$ cat src/rtl/srp_pkg.sv
package srp_pkg;

   // Port sequencing states
   typedef enum logic [2:0] {
      ST_ADDR  = 3'd0,   // selected, collecting the command byte
      ST_WDATA = 3'd1,   // collecting the write data byte
      ST_RLOAD = 3'd2,   // fetching a register from the bank
      ST_RDATA = 3'd3,   // shifting a register out
      ST_DONE  = 3'd4    // transaction over, wait for deselect
   } srp_state_e;

   // Value of the command byte MSB that marks a write
   localparam logic DIR_WRITE = 1'b1;

endpackage

$ cat src/rtl/srp_sync.sv
module srp_sync #(
   parameter int               WIDTH     = 3,
   parameter int               STAGES    = 2,
   parameter logic [WIDTH-1:0] RESET_VAL = '1
) (
   input  logic             clk,
   input  logic             rst_n,
   input  logic [WIDTH-1:0] async_i,
   output logic [WIDTH-1:0] sync_o
);

   generate
      if (STAGES < 2) begin : g_bad_stages
         $error("srp_sync: STAGES must be at least 2");
      end
      if (WIDTH < 1) begin : g_bad_width
         $error("srp_sync: WIDTH must be at least 1");
      end
   endgenerate

   logic [WIDTH-1:0] chain [STAGES];

   generate
      for (genvar g = 0; g < STAGES; g++) begin : g_stage
         if (g == 0) begin : g_first
            always_ff @(posedge clk or negedge rst_n) begin
               if (!rst_n) chain[g] <= RESET_VAL;
               else        chain[g] <= async_i;
            end
         end else begin : g_next
            always_ff @(posedge clk or negedge rst_n) begin
               if (!rst_n) chain[g] <= RESET_VAL;
               else        chain[g] <= chain[g-1];
            end
         end
      end
   endgenerate

   assign sync_o = chain[STAGES-1];

endmodule

$ cat src/rtl/srp_edge.sv
module srp_edge #(
   parameter logic IDLE_LEVEL = 1'b1
) (
   input  logic clk,
   input  logic rst_n,
   input  logic lvl_i,
   output logic rise_o,
   output logic fall_o
);

   logic lvl_q;

   always_ff @(posedge clk or negedge rst_n) begin
      if (!rst_n) lvl_q <= IDLE_LEVEL;
      else        lvl_q <= lvl_i;
   end

   assign rise_o = lvl_i & ~lvl_q;
   assign fall_o = ~lvl_i & lvl_q;

endmodule

$ cat src/rtl/srp_burst_seq.sv
module srp_burst_seq #(
   parameter int            AW   = 7,
   parameter logic [AW-1:0] BASE = 7'h02,
   parameter int            LEN  = 3
) (
   input  logic          clk,
   input  logic          rst_n,
   input  logic          start_i,
   input  logic          step_i,
   output logic [AW-1:0] addr_o
);

   localparam int IW = (LEN > 1) ? $clog2(LEN) : 1;
   localparam logic [IW-1:0] LAST_IDX = IW'(LEN - 1);

   generate
      if (LEN < 1) begin : g_bad_len
         $error("srp_burst_seq: LEN must be at least 1");
      end
      if (int'(BASE) + LEN > (1 << AW)) begin : g_bad_span
         $error("srp_burst_seq: burst list runs past the address space");
      end
   endgenerate

   generate
      if (LEN == 1) begin : g_single
         // One-entry list: the address never moves
         assign addr_o = BASE;
      end else begin : g_multi
         logic [IW-1:0] idx_q;

         always_ff @(posedge clk or negedge rst_n) begin
            if (!rst_n) begin
               idx_q <= '0;
            end else if (start_i) begin
               idx_q <= '0;
            end else if (step_i) begin
               idx_q <= (idx_q == LAST_IDX) ? '0 : idx_q + 1'b1;
            end
         end

         assign addr_o = BASE + AW'(idx_q);
      end
   endgenerate

endmodule

$ cat src/rtl/srp_ctrl.sv
module srp_ctrl
   import srp_pkg::*;
#(
   parameter int                   AW         = 7,
   parameter int                   DW         = 8,
   parameter logic [(1<<AW)-1:0]   RO_MAP     = '0,
   parameter logic [AW-1:0]        BURST_ADDR = 7'h63
) (
   input  logic          clk,
   input  logic          rst_n,
   input  logic          sel_n_s,
   input  logic          dat_s,
   input  logic          sck_rise,
   input  logic          sck_fall,
   output logic          burst_start,
   output logic          burst_step,
   input  logic [AW-1:0] burst_addr,
   output logic [AW-1:0] rd_addr,
   input  logic [DW-1:0] rd_data,
   output logic          wr_stb,
   output logic [AW-1:0] wr_addr,
   output logic [DW-1:0] wr_data,
   output logic          dat_o,
   output logic          dat_oe
);

   localparam int FW = ((AW + 1) > DW) ? (AW + 1) : DW;
   localparam int CW = $clog2(FW);
   localparam logic [CW-1:0] LAST_CMD = CW'(AW);
   localparam logic [CW-1:0] LAST_DAT = CW'(DW - 1);

   generate
      if (DW < 2) begin : g_bad_dw
         $error("srp_ctrl: DW must be at least 2");
      end
   endgenerate

   srp_state_e    state_q;
   logic [CW-1:0] cnt_q;
   logic [FW-1:0] in_sh_q;
   logic [FW-1:0] in_next;
   logic [DW-1:0] out_sh_q;
   logic [AW-1:0] addr_q;
   logic [DW-1:0] wdat_q;
   logic          fresh_q;
   logic          burst_q;
   logic          oe_q;
   logic          dq_q;
   logic          stb_q;

   logic          cmd_done;
   logic          cmd_dir;
   logic [AW-1:0] cmd_addr;

   assign in_next  = {in_sh_q[FW-2:0], dat_s};
   assign cmd_dir  = in_next[AW];
   assign cmd_addr = in_next[AW-1:0];
   assign cmd_done = (state_q == ST_ADDR) && sck_rise && (cnt_q == LAST_CMD);

   // Burst list control, decoded from the same edges the state machine uses
   assign burst_start = cmd_done && (cmd_dir != DIR_WRITE) && (cmd_addr == BURST_ADDR);
   assign burst_step  = (state_q == ST_RDATA) && sck_rise && (cnt_q == LAST_DAT) && burst_q;

   always_ff @(posedge clk or negedge rst_n) begin
      if (!rst_n) begin
         state_q  <= ST_ADDR;
         cnt_q    <= '0;
         in_sh_q  <= '0;
         out_sh_q <= '0;
         addr_q   <= '0;
         wdat_q   <= '0;
         fresh_q  <= 1'b0;
         burst_q  <= 1'b0;
         oe_q     <= 1'b0;
         dq_q     <= 1'b0;
         stb_q    <= 1'b0;
      end else begin
         stb_q <= 1'b0;
         if (sel_n_s) begin
            // Deselected: drop everything, ready for a fresh command byte
            state_q <= ST_ADDR;
            cnt_q   <= '0;
            fresh_q <= 1'b0;
            burst_q <= 1'b0;
            oe_q    <= 1'b0;
         end else begin
            unique case (state_q)
               ST_ADDR: begin
                  if (sck_rise) begin
                     in_sh_q <= in_next;
                     cnt_q   <= cnt_q + 1'b1;
                     if (cnt_q == LAST_CMD) begin
                        cnt_q  <= '0;
                        addr_q <= cmd_addr;
                        if (cmd_dir == DIR_WRITE) begin
                           state_q <= ST_WDATA;
                        end else begin
                           burst_q <= (cmd_addr == BURST_ADDR);
                           state_q <= ST_RLOAD;
                        end
                     end
                  end
               end
               ST_WDATA: begin
                  if (sck_rise) begin
                     in_sh_q <= in_next;
                     cnt_q   <= cnt_q + 1'b1;
                     if (cnt_q == LAST_DAT) begin
                        cnt_q   <= '0;
                        state_q <= ST_DONE;
                        if (!RO_MAP[addr_q]) begin
                           stb_q  <= 1'b1;
                           wdat_q <= in_next[DW-1:0];
                        end
                     end
                  end
               end
               ST_RLOAD: begin
                  out_sh_q <= rd_data;
                  fresh_q  <= 1'b1;
                  cnt_q    <= '0;
                  state_q  <= ST_RDATA;
               end
               ST_RDATA: begin
                  if (sck_fall) begin
                     if (fresh_q) begin
                        dq_q    <= out_sh_q[DW-1];
                        fresh_q <= 1'b0;
                        oe_q    <= 1'b1;
                     end else begin
                        dq_q     <= out_sh_q[DW-2];
                        out_sh_q <= {out_sh_q[DW-2:0], 1'b0};
                     end
                  end
                  if (sck_rise) begin
                     cnt_q <= cnt_q + 1'b1;
                     if (cnt_q == LAST_DAT) begin
                        cnt_q <= '0;
                        if (burst_q) begin
                           state_q <= ST_RLOAD;
                        end else begin
                           state_q <= ST_DONE;
                           oe_q    <= 1'b0;
                        end
                     end
                  end
               end
               ST_DONE: begin
                  state_q <= ST_DONE;
               end
               default: begin
                  state_q <= ST_DONE;
               end
            endcase
         end
      end
   end

   assign rd_addr = burst_q ? burst_addr : addr_q;
   assign wr_stb  = stb_q;
   assign wr_addr = addr_q;
   assign wr_data = wdat_q;
   assign dat_o   = dq_q;
   assign dat_oe  = oe_q;

endmodule

$ cat src/rtl/serial_reg_port.sv
module serial_reg_port #(
   parameter int                 AW          = 7,
   parameter int                 DW          = 8,
   parameter int                 SYNC_STAGES = 2,
   parameter logic [(1<<AW)-1:0] RO_MAP      = 128'hFF,
   parameter logic [AW-1:0]      BURST_ADDR  = 7'h63,
   parameter logic [AW-1:0]      BURST_BASE  = 7'h02,
   parameter int                 BURST_LEN   = 3
) (
   input  logic          clk,
   input  logic          rst_n,
   input  logic          sck_i,
   input  logic          sel_n_i,
   input  logic          dat_i,
   output logic          dat_o,
   output logic          dat_oe,
   output logic [AW-1:0] rd_addr,
   input  logic [DW-1:0] rd_data,
   output logic          wr_stb,
   output logic [AW-1:0] wr_addr,
   output logic [DW-1:0] wr_data
);

   localparam int NSYNC = 3;
   // Bit order on the synchroniser bus: {select, clock, data}
   localparam logic [NSYNC-1:0] SYNC_RST = 3'b110;

   generate
      if (AW < 1 || AW > 10) begin : g_bad_aw
         $error("serial_reg_port: AW out of range");
      end
   endgenerate

   logic [NSYNC-1:0] pins_s;
   logic             sel_n_s;
   logic             sck_s;
   logic             dat_s;
   logic             sck_rise;
   logic             sck_fall;
   logic             burst_start;
   logic             burst_step;
   logic [AW-1:0]    burst_addr;

   srp_sync #(
      .WIDTH     (NSYNC),
      .STAGES    (SYNC_STAGES),
      .RESET_VAL (SYNC_RST)
   ) u_sync (
      .clk     (clk),
      .rst_n   (rst_n),
      .async_i ({sel_n_i, sck_i, dat_i}),
      .sync_o  (pins_s)
   );

   assign sel_n_s = pins_s[2];
   assign sck_s   = pins_s[1];
   assign dat_s   = pins_s[0];

   srp_edge #(
      .IDLE_LEVEL (1'b1)
   ) u_edge (
      .clk    (clk),
      .rst_n  (rst_n),
      .lvl_i  (sck_s),
      .rise_o (sck_rise),
      .fall_o (sck_fall)
   );

   srp_burst_seq #(
      .AW   (AW),
      .BASE (BURST_BASE),
      .LEN  (BURST_LEN)
   ) u_burst (
      .clk     (clk),
      .rst_n   (rst_n),
      .start_i (burst_start),
      .step_i  (burst_step),
      .addr_o  (burst_addr)
   );

   srp_ctrl #(
      .AW         (AW),
      .DW         (DW),
      .RO_MAP     (RO_MAP),
      .BURST_ADDR (BURST_ADDR)
   ) u_ctrl (
      .clk         (clk),
      .rst_n       (rst_n),
      .sel_n_s     (sel_n_s),
      .dat_s       (dat_s),
      .sck_rise    (sck_rise),
      .sck_fall    (sck_fall),
      .burst_start (burst_start),
      .burst_step  (burst_step),
      .burst_addr  (burst_addr),
      .rd_addr     (rd_addr),
      .rd_data     (rd_data),
      .wr_stb      (wr_stb),
      .wr_addr     (wr_addr),
      .wr_data     (wr_data),
      .dat_o       (dat_o),
      .dat_oe      (dat_oe)
   );

endmodule

$ cat config.mk
export PLATFORM = sky130hd
export DESIGN_NAME = serial_reg_port
export DESIGN_NICKNAME = d
export VERILOG_FILES = /design/src/rtl/srp_pkg.sv /design/src/rtl/srp_sync.sv /design/src/rtl/srp_edge.sv /design/src/rtl/srp_burst_seq.sv /design/src/rtl/srp_ctrl.sv /design/src/rtl/serial_reg_port.sv
export SDC_FILE = /design/constraint.sdc
export NUM_CORES = 1
export LEC_CHECK = 0
export CAP_MARGIN = 20
export CORE_ASPECT_RATIO = 0.9
export CORE_MARGIN = 4
export CORE_UTILIZATION = 50
export DETAILED_ROUTE_END_ITERATION = 10
export PLACE_DENSITY = 0.85
export SLEW_MARGIN = 20
export SYNTH_ARGS = -nofsm -noshare
export SYNTH_HDL_FRONTEND = slang
export SYNTH_SLANG_ARGS = --single-unit
$ cat constraint.sdc
create_clock -name clk -period 6.6 [get_ports clk]
set_input_delay 0.99 -clock clk [delete_from_list [all_inputs] [get_ports clk]]
set_output_delay 0.99 -clock clk [all_outputs]
set_load 0.005 [all_outputs]
==> results.sh, run 1 <==
export IMPL_start_kind="register"
export IMPL_cts_sinks=50
export IMPL_cp_slowest_cell="dfrtp_1"
export IMPL_grt_max_degree=51
export IMPL_fin_crit_ns=2.750
export IMPL_wl_per_cell_um=15.42
export IMPL_clk_latency_ns=0.30
export IMPL_final_util=0.6313
export IMPL_antenna_found_initial=0
export IMPL_cts_setup_buffers=0
export IMPL_root_buffer="clkbuf_8"
export IMPL_tns_ns=0
export IMPL_drt_initial_drc_count=122
export IMPL_vias=1503
export IMPL_skew_ns=0.003011
export IMPL_async_flop_share=1.000
export IMPL_port_buffers=37
export IMPL_syn_nets=190
export IMPL_stdcell_count=274
export IMPL_die_h_um=72.25
export IMPL_track_usage=0.1565
export IMPL_max_clock_freq_ghz=0.3637
export IMPL_nFillCells=345
export IMPL_cts_tree="built"
export IMPL_core_region_area_um2=4432
export IMPL_area_growth_pct=21.99
export IMPL_slew_headroom=0.5427
export IMPL_grt_pass1_vias=1465
export IMPL_ys_warn_count=0
export IMPL_grt_overflow=0
export IMPL_hold_path_class="register to register"
export IMPL_crit_path_end_kind="output port"
export IMPL_antenna_cells=0
export IMPL_cp_top_family="flip-flops"
export IMPL_num_io_pins=38
export IMPL_ys_seq_elements=50
export IMPL_setup_ws_ns=3.850
export IMPL_slowest_delay_ns=0.61
export IMPL_synth_edf_count=0
export IMPL_cp_data_arrival_time_ns=1.76
export IMPL_cellPowerDensity_nw_per_um2=202.7
export IMPL_place_hpwl_mm=3.059
export IMPL_cts_path_max_buffers=2
export IMPL_fin_nets=227
export IMPL_drv_slew=0
export IMPL_cp_required_ns=5.61
export IMPL_crit_buf_inv=1
export IMPL_min_period_over_period=0.4166
export IMPL_final_hold_viol_count=0
export IMPL_critical_path_class="register to output port"
export IMPL_ys_flop_type="dfrtp_1"
export IMPL_grt_pass1_wl_mm=7.058
export IMPL_ys_seq_area_frac=0.5483
export IMPL_place_inst=266
export IMPL_firstDrtPassIters=4
export IMPL_pre_cts_ws_ns=4.161
export IMPL_syn_area_um2=2293
export IMPL_setup_viol=0
export IMPL_hold_buffers=0
export IMPL_avgSynthCellArea_um2=13.18
export IMPL_syn_inst=174
export IMPL_die_area_um2=5736
export IMPL_ir_drop_mv=0.1623
export IMPL_drc_errors=0
export IMPL_start_util=0.5175
export IMPL_fp_dieW_um=79.39
export IMPL_multi_input_area_um2=982.2
export IMPL_critPathMaxFanout=12
export IMPL_rrSetupSlack_ns=4.19
export IMPL_routed_wl_mm=4.224
export IMPL_htreeDepth=2
export IMPL_ant_nets=0
export IMPL_postPlaceCellArea_um2=2709
export IMPL_place_gp_congestion=0.7772
export IMPL_clkTransAtPathRegs_ns=0.08
export IMPL_num_rows=23
export IMPL_cts_buffers=5
export IMPL_seq_area_um2=1257
export IMPL_worst_pin_slew_ns=0.6860
export IMPL_cp_cell_sequence="mux2_2 > clkdlybuf4s50_1"
export IMPL_ys_types=37
export IMPL_final_area_um2=2798
export IMPL_outcome="finished, final reports clean"
export IMPL_p_leak_uw=0.001203
export IMPL_vias_per_cell=5.485
export IMPL_layout_drive_gt1_share=0.2689
export IMPL_maxCapViolCount=0
export IMPL_cts_resized=0
export IMPL_rsz0062_at_grt="no"
-- cells in the mapped netlist (all sizes together) (4+ instances only) --
| cell type | count | area [um^2] |
|---|---|---|
| a21oi | 5 | 25.02 |
| clkbuf | 6 | 22.52 |
| dfrtp | 45 | 1126 |
| dfstp | 5 | 131.4 |
| inv | 7 | 26.28 |
| mux2 | 38 | 427.9 |
| nand2 | 5 | 18.77 |
| nor2 | 4 | 15.01 |
| nor2b | 7 | 43.79 |
| nor4 | 6 | 67.56 |
| o21ai | 5 | 25.02 |
-- final timing paths --
| kind | startpoint | endpoint | depth (start not counted) |
|---|---|---|---|
| worst max register to register | u_ctrl.state_q[2]$_DFFE_PN0P_ | u_ctrl.wr_data[6]$_DFFE_PN0P_ | 3 |
| worst min register to register | u_sync.chain[5]$_DFF_PN1_ | u_sync.sync_o[2]$_DFF_PN1_ | 0 |
| worst min-delay path | u_sync.chain[5]$_DFF_PN1_ | u_sync.sync_o[2]$_DFF_PN1_ | 0 |
| min in group asynchronous | rst_n | u_ctrl.wr_stb$_DFF_PN0_ | 1 |
| max in group asynchronous | rst_n | u_ctrl.wr_data[4]$_DFFE_PN0P_ | 1 |
| worst max-delay path | u_ctrl.burst_q$_DFFE_PN0P_ | rd_addr[2] | 2 |
-- report_power, final --
| part | leakage, uW | switching, uW | internal, uW | total, uW |
|---|---|---|---|---|
| Clock | 0.0000452 | 95.3 | 74.8 | 170 |
| Sequential | 0.000660 | 25.3 | 328 | 353 |
| Combinational | 0.000499 | 17.3 | 26.8 | 44.2 |
| Total | 0.00120 | 138 | 429 | 567 |
-- final cells by class --
| type | count | share of cell area |
|---|---|---|
| sequential | 50 | 0.4495 |
| multi-input combinational | 110 | 0.3511 |
| timing repair buffer | 37 | 0.1315 |
| tap | 62 | 0.02773 |
| clock buffer | 6 | 0.02594 |
| inverter | 7 | 0.009392 |
| clock inverter | 2 | 0.004920 |
-- kinds of logic (layout without fill, tap and decap cells) --
group,after synthesis,in the layout,share of synthesized area
compound gates,24,24,0.07856
fa+ha+maj,3,3,0.01637
buf+inv,14,52,0.02346
flops,50,50,0.5483
mux,41,41,0.1997
simple gates,42,42,0.1337
-- placed cells by master, fill, tap and decap left out, types with 4 or more instances in the layout --
master	count
a21oi_1	5
clkbuf_8	5
clkdlybuf4s50_1	36
dfrtp_1	45
dfstp_2	5
inv_1	7
mux2_2	38
nand2_1	5
nor2_1	4
nor2b_1	7
nor4_1	4
o21ai_0	5
-- registers in the layout, indices dropped and copies added, names as in the netlist --
signal / flops
u_ctrl.wr_stb: 1
u_ctrl.wr_data: 8
u_burst.g_multi.idx_q: 2
u_edge.lvl_q: 1
u_ctrl.dat_o: 1
u_ctrl.in_sh_q: 7
u_ctrl.wr_addr: 7
u_ctrl.cnt_q: 3
u_ctrl.burst_q: 1
u_sync.sync_o: 3
u_ctrl.dat_oe: 1
u_sync.chain: 3
u_ctrl.state_q: 3
u_ctrl.fresh_q: 1
u_ctrl.out_sh_q: 8
-- stage by stage --
step / power, uW / hold WS [ns]
after floorplan: 377.2 / 0.3312
after global placement: 399.0 / 0.3350
after detailed placement: 403.6 / 0.3457
after CTS: 572.6 / 0.3594
after global routing: 595.7 / 0.3611
final: 567.2 / 0.3590
-- per-layer routing --
layer	track usage	wire length (um)
met2	0.2505	2069
met5	0	0
met3	0.03226	143
met4	0.04008	65
met1	0.2206	1945
Note: power is estimated with default switching activity, not from simulation.
==> run 2: changes to the inputs <==
- CORE_UTILIZATION: 50 -> 47
- PLACE_DENSITY: 0.85 -> 0.84
- clock period: 6.6 -> 2.45 ns (I/O delays scaled with it)
==> run 2 against run 1 <==
  * First-iteration DRC count decreased by 28%
  * Wire length is 5.2% higher
  * Clock skew up 0.0011 ns
  * Highest routed layer unchanged
  * Register-to-register slack worse by 4.0 ns
  * Critical path type is now register to register
  * Worst setup slack got worse by 3.6 ns
==> results.sh, run 2 (synthesized netlist as in run 1, its figures left out) <==
export IMPL_num_rows=23
export IMPL_gr_usage_met2=0.2550
export IMPL_cts_buffers=5
export IMPL_outcome="finished, final reports clean"
export IMPL_timing_rr_end="u_ctrl.wr_data[3]$_DFFE_PN0P_"
export IMPL_ir_drop_mv=0.3104
export IMPL_drc_errors=0
export IMPL_routed_wl_mm=4.443
export IMPL_track_usage=0.1651
export IMPL_start_util=0.5012
export IMPL_final_cell_mix="dfrtp_1, mux2_2, clkdlybuf4s50_1"
export IMPL_reg2reg_from="u_sync.sync_o[1]$_DFF_PN1_"
export IMPL_cp_cell_sequence="or4b_1 > nor4_4 > buf_4 > mux2_2"
export IMPL_drt_initial_drc_count=88
export IMPL_worst_pin_slew_ns=0.5631
export IMPL_final_util=0.6262
export IMPL_final_hold_viol_count=0
export IMPL_wl_per_cell_um=15.81
export IMPL_clkTransAtPathRegs_ns=0.09
export IMPL_cts_sinks=50
export IMPL_port_buffers=37
export IMPL_firstDrtPassIters=4
export IMPL_tns_ns=0
export IMPL_skew_ns=0.004103
export IMPL_crit_start="u_sync.sync_o[1]$_DFF_PN1_"
export IMPL_fin_nets=234
export IMPL_antenna_found_initial=0
export IMPL_rsz0062_at_grt="no"
export IMPL_maxCapViolCount=0
export IMPL_cts_setup_buffers=0
export IMPL_die_area_um2=6063
export IMPL_min_period_over_period=0.9123
export IMPL_htreeDepth=2
export IMPL_slowest_delay_ns=0.61
export IMPL_critical_path_class="register to register"
export IMPL_worst_hold_slack_ns=0.03399
export IMPL_grt_max_degree=51
export IMPL_start_kind="register"
export IMPL_ant_nets=0
export IMPL_clk_latency_ns=0.30
export IMPL_place_hpwl_mm=3.117
export IMPL_busiest_layer="met2"
export IMPL_place_gp_congestion=0.7925
export IMPL_r2r_cells=4
export IMPL_crit_path_end_kind="register"
export IMPL_grt_overflow=0
export IMPL_cts_tree="built"
export IMPL_cp_data_arrival_time_ns=2.42
export IMPL_cp_slowest_cell="dfstp_2"
export IMPL_die_h_um=74.27
export IMPL_cellPowerDensity_nw_per_um2=545.9
export IMPL_grtUsageMet1=0.2241
export IMPL_setup_viol=0
export IMPL_vias=1537
export IMPL_fp_dieW_um=81.64
export IMPL_grt_pass1_wl_mm=7.507
export IMPL_cts_resized=0
export IMPL_core_region_area_um2=4576
export IMPL_slew_headroom=0.6212
export IMPL_root_buffer="clkbuf_8"
export IMPL_hold_path_class="primary input to async pin"
export IMPL_critPathMaxFanout=10
export IMPL_num_io_pins=38
export IMPL_max_clock_freq_ghz=0.4474
export IMPL_fin_crit_ns=2.235
export IMPL_rrSetupSlack_ns=0.21
export IMPL_p_leak_uw=0.001247
export IMPL_drv_slew=0
export IMPL_layout_drive_gt1_share=0.2922
export IMPL_antenna_cells=0
export IMPL_hold_buffers=0
export IMPL_cp_top_family="simple AND/OR/NAND/NOR gates"
export IMPL_area_growth_pct=24.93
export IMPL_vias_per_cell=5.470
export IMPL_place_inst=273
export IMPL_cp_required_ns=2.64
export IMPL_stdcell_count=281
export IMPL_cts_path_max_buffers=2
export IMPL_final_common_cell="dfrtp_1"
export IMPL_grt_pass1_vias=1531
export IMPL_crit_buf_inv=1
export IMPL_grtUsageMet3=0.03390
==> run 2: changes by cell type in the layout (fill, tap and decap cells not counted) <==
cell | previous run | this run
clkbuf_8 | 5 | 6
clkinv_4 | 1 | 0
buf_2 | 0 | 1
buf_12 | 0 | 1
buf_4 | 1 | 6
==> run 2: report_power, final <==
group          internal [uW]  switching (uW)
registers                883            72.5
clock network            228             256
logic                   77.0            48.0
total                   1190             376
==> run 2: metrics by stage <==
stage	total power, uW	setup slack (ns)	instance area, um^2
after global placement	1083	0.2802	2774
after detailed placement	1097	0.2230	2774
after global routing	1629	0.1003	2865
after floorplan	1016	0.3326	2293
final	1564	0.2149	2865
after CTS	1585	0.2071	2865
==> run 2: how the worst max path moves through the flow <==
stage	to	slack (ns)	cells past startpoint
after floorplan	u_ctrl.wr_data[0]$_DFFE_PN0P_	0.33	4
after global placement	u_ctrl.wr_addr[1]$_DFFE_PN0P_	0.28	4
after detailed placement	u_ctrl.wr_data[3]$_DFFE_PN0P_	0.22	4
after CTS	u_ctrl.wr_data[3]$_DFFE_PN0P_	0.21	4
after global routing	u_ctrl.wr_addr[1]$_DFFE_PN0P_	0.10	4
final	u_ctrl.wr_data[3]$_DFFE_PN0P_	0.21	4
==> run 2: per-layer routing <==
metal  wire length, um  share of wire  vias to the layer above
li1                  -              -                      726
met4                93          0.021                        0
met2              2173           0.49                       35
met3               203          0.046                        6
met1              1973           0.44                      770
met5                 0              0                        -
==> run 2: worst reg2reg max path: cells and delay by family (launching register included) <==
family                 cells  cell delay [ns]
buffers and inverters      1             0.24
flip-flops                 1             0.61
multiplexers               1             0.35
AND/OR/NAND/NOR            2             0.92
==> run 2: area by class of cell <==
cell class	instances	area, um^2
repair buffers	44	430.4
multi-input cells	110	982.2
clock inverters	1	5.005
clock buffers	7	86.33
well taps	62	77.57
fillers	336	1710
flip-flops and latches	50	1257
inverters	7	26.28
==> run 3: changes to the inputs <==
- CORE_UTILIZATION: 47 -> 35
- CTS_CLUSTER_SIZE: unset -> 28
- PLACE_DENSITY: 0.84 -> 0.67
==> run 3 against run 2 <==
  * Register-to-register slack better by 0.04 ns
  * Clock power is 27% higher
  * First-iteration DRC count is 34% lower
  * Final cell count is 8.9% higher
  * Non-clock buffer count stayed put
  * Wire length is 0.32% lower
  * Via count is 2.4% lower
  * Die area is 31% higher
  * Utilization is 16 points lower
  * Critical path type unchanged
  * Critical endpoint is now u_ctrl.wr_data[4]$_DFFE_PN0P_
==> results.sh, run 3 (synthesized netlist as in run 1, its figures left out) <==
export IMPL_setup_ws_ns=0.2569
export IMPL_grt_pass1_wl_mm=7.445
export IMPL_die_h_um=84.80
export IMPL_fp_dieW_um=93.33
export IMPL_track_usage=0.1175
export IMPL_skew_ns=0.007655
export IMPL_start_util=0.3670
export IMPL_cts_sinks=50
export IMPL_final_cell_mix="dfrtp_1, mux2_2, clkdlybuf4s50_1"
export IMPL_wl_per_cell_um=14.47
export IMPL_final_area_um2=2914
export IMPL_drc_errors=0
export IMPL_routed_wl_mm=4.429
export IMPL_crit_path_end_kind="register"
export IMPL_cts_resized=0
export IMPL_cp_data_arrival_time_ns=2.38
export IMPL_max_clock_freq_ghz=0.4560
export IMPL_start_kind="register"
export IMPL_firstDrtPassIters=4
export IMPL_ir_drop_mv=0.3251
export IMPL_tns_ns=0
export IMPL_place_gp_congestion=0.6997
export IMPL_drt_initial_drc_count=58
export IMPL_pre_cts_ws_ns=0.2695
export IMPL_drv_slew=0
export IMPL_worst_hold_slack_ns=0.1656
export IMPL_root_buffer="clkbuf_8"
export IMPL_maxCapViolCount=0
export IMPL_postPlaceCellArea_um2=2793
export IMPL_die_area_um2=7913
export IMPL_hold_path_class="primary input to async pin"
export IMPL_hold_buffers=0
export IMPL_setup_viol=0
export IMPL_worst_pin_slew_ns=0.6288
export IMPL_num_io_pins=38
export IMPL_rsz0062_at_grt="no"
export IMPL_fin_nets=234
export IMPL_clkTransAtPathRegs_ns=0.09
export IMPL_critPathMaxFanout=10
export IMPL_grt_pass1_vias=1465
export IMPL_cts_setup_buffers=0
export IMPL_place_hpwl_mm=3.082
export IMPL_grt_overflow=0
export IMPL_cts_path_max_buffers=2
export IMPL_antenna_cells=0
export IMPL_nFillCells=586
export IMPL_core_region_area_um2=6250
export IMPL_cp_required_ns=2.64
export IMPL_area_growth_pct=27.06
export IMPL_cellPowerDensity_nw_per_um2=580.4
export IMPL_place_inst=298
export IMPL_num_rows=27
export IMPL_port_buffers=37
export IMPL_vias=1500
export IMPL_slew_headroom=0.5808
export IMPL_clk_latency_ns=0.30
export IMPL_cts_buffers=5
export IMPL_min_period_over_period=0.8951
export IMPL_p_leak_uw=0.001256
export IMPL_antenna_found_initial=0
export IMPL_fin_crit_ns=2.193
export IMPL_htreeDepth=2
export IMPL_final_common_cell="dfrtp_1"
export IMPL_vias_per_cell=4.902
export IMPL_outcome="finished, final reports clean"
export IMPL_ant_nets=0
export IMPL_critical_path_class="register to register"
export IMPL_stdcell_count=306
export IMPL_final_hold_viol_count=0
export IMPL_cts_tree="built"
export IMPL_layout_drive_gt1_share=0.2968
export IMPL_grt_max_degree=51
[run 3: cell count changes in the layout (fill, tap and decap cells not counted), sizes merged]
cell	previous run	this run
bufinv	0	1
clkbuf	7	6
clkinv	1	0
inv	7	8
[run 3: stage by stage]
stage	total power [uW]	util
floorplan	1016	-
global placement	1081	0.4468
detailed placement	1089	0.4468
CTS	1706	0.4663
global route	1773	0.4663
finish	1691	0.4663
[run 3: routing by layer]
| metal | vias up | track usage | part of all wire |
|---|---|---|---|
| met3 | 5 | 0.02688 | 0.033 |
| met5 | - | 0 | 0 |
| li1 | 721 | - | - |
| met2 | 26 | 0.1656 | 0.45 |
| met1 | 748 | 0.1761 | 0.50 |
| met4 | 0 | 0.03995 | 0.012 |
[run 3: layout make-up]
cell class                 count  area [um^2]  share of cell area
clock buffer                   6        82.58             0.02834
clock inverter                 2        38.79             0.01331
inverter                       7        26.28            0.009017
multi-input combinational    110        982.2              0.3371
sequential                    50         1257              0.4315
tap                           87        108.9             0.03736
timing repair buffer          44        417.9              0.1434
[run 3: worst max-delay path: stages (launching register included)]
cell and delay, ns:
dfstp_2 0.61, or4b_1 0.60, nor4_4 0.29, buf_4 0.23, mux2_2 0.35
[run 3: report_power, final]
| group | switching, uW | internal, uW |
|---|---|---|
| Sequential | 73.3 | 883 |
| Combinational | 49.0 | 73.5 |
| Clock | 277 | 336 |
| Total | 399 | 1290 |
[run 3: final timing paths]
path / endpoint / depth (start not counted) / slack [ns] / startpoint
min in group clk: u_sync.sync_o[0]$_DFF_PN0_ / 0 / 0.36 / u_sync.chain[3]$_DFF_PN0_
hold reg to reg: u_sync.sync_o[0]$_DFF_PN0_ / 0 / 0.36 / u_sync.chain[3]$_DFF_PN0_
setup / recovery: u_ctrl.wr_data[4]$_DFFE_PN0P_ / 4 / 0.26 / u_sync.sync_o[1]$_DFF_PN1_
hold / removal: u_ctrl.wr_stb$_DFF_PN0_ / 2 / 0.17 / rst_n
setup reg to reg: u_ctrl.wr_data[4]$_DFFE_PN0P_ / 4 / 0.26 / u_sync.sync_o[1]$_DFF_PN1_
max in group asynchronous: u_ctrl.out_sh_q[0]$_DFFE_PN0P_ / 2 / 1.86 / rst_n
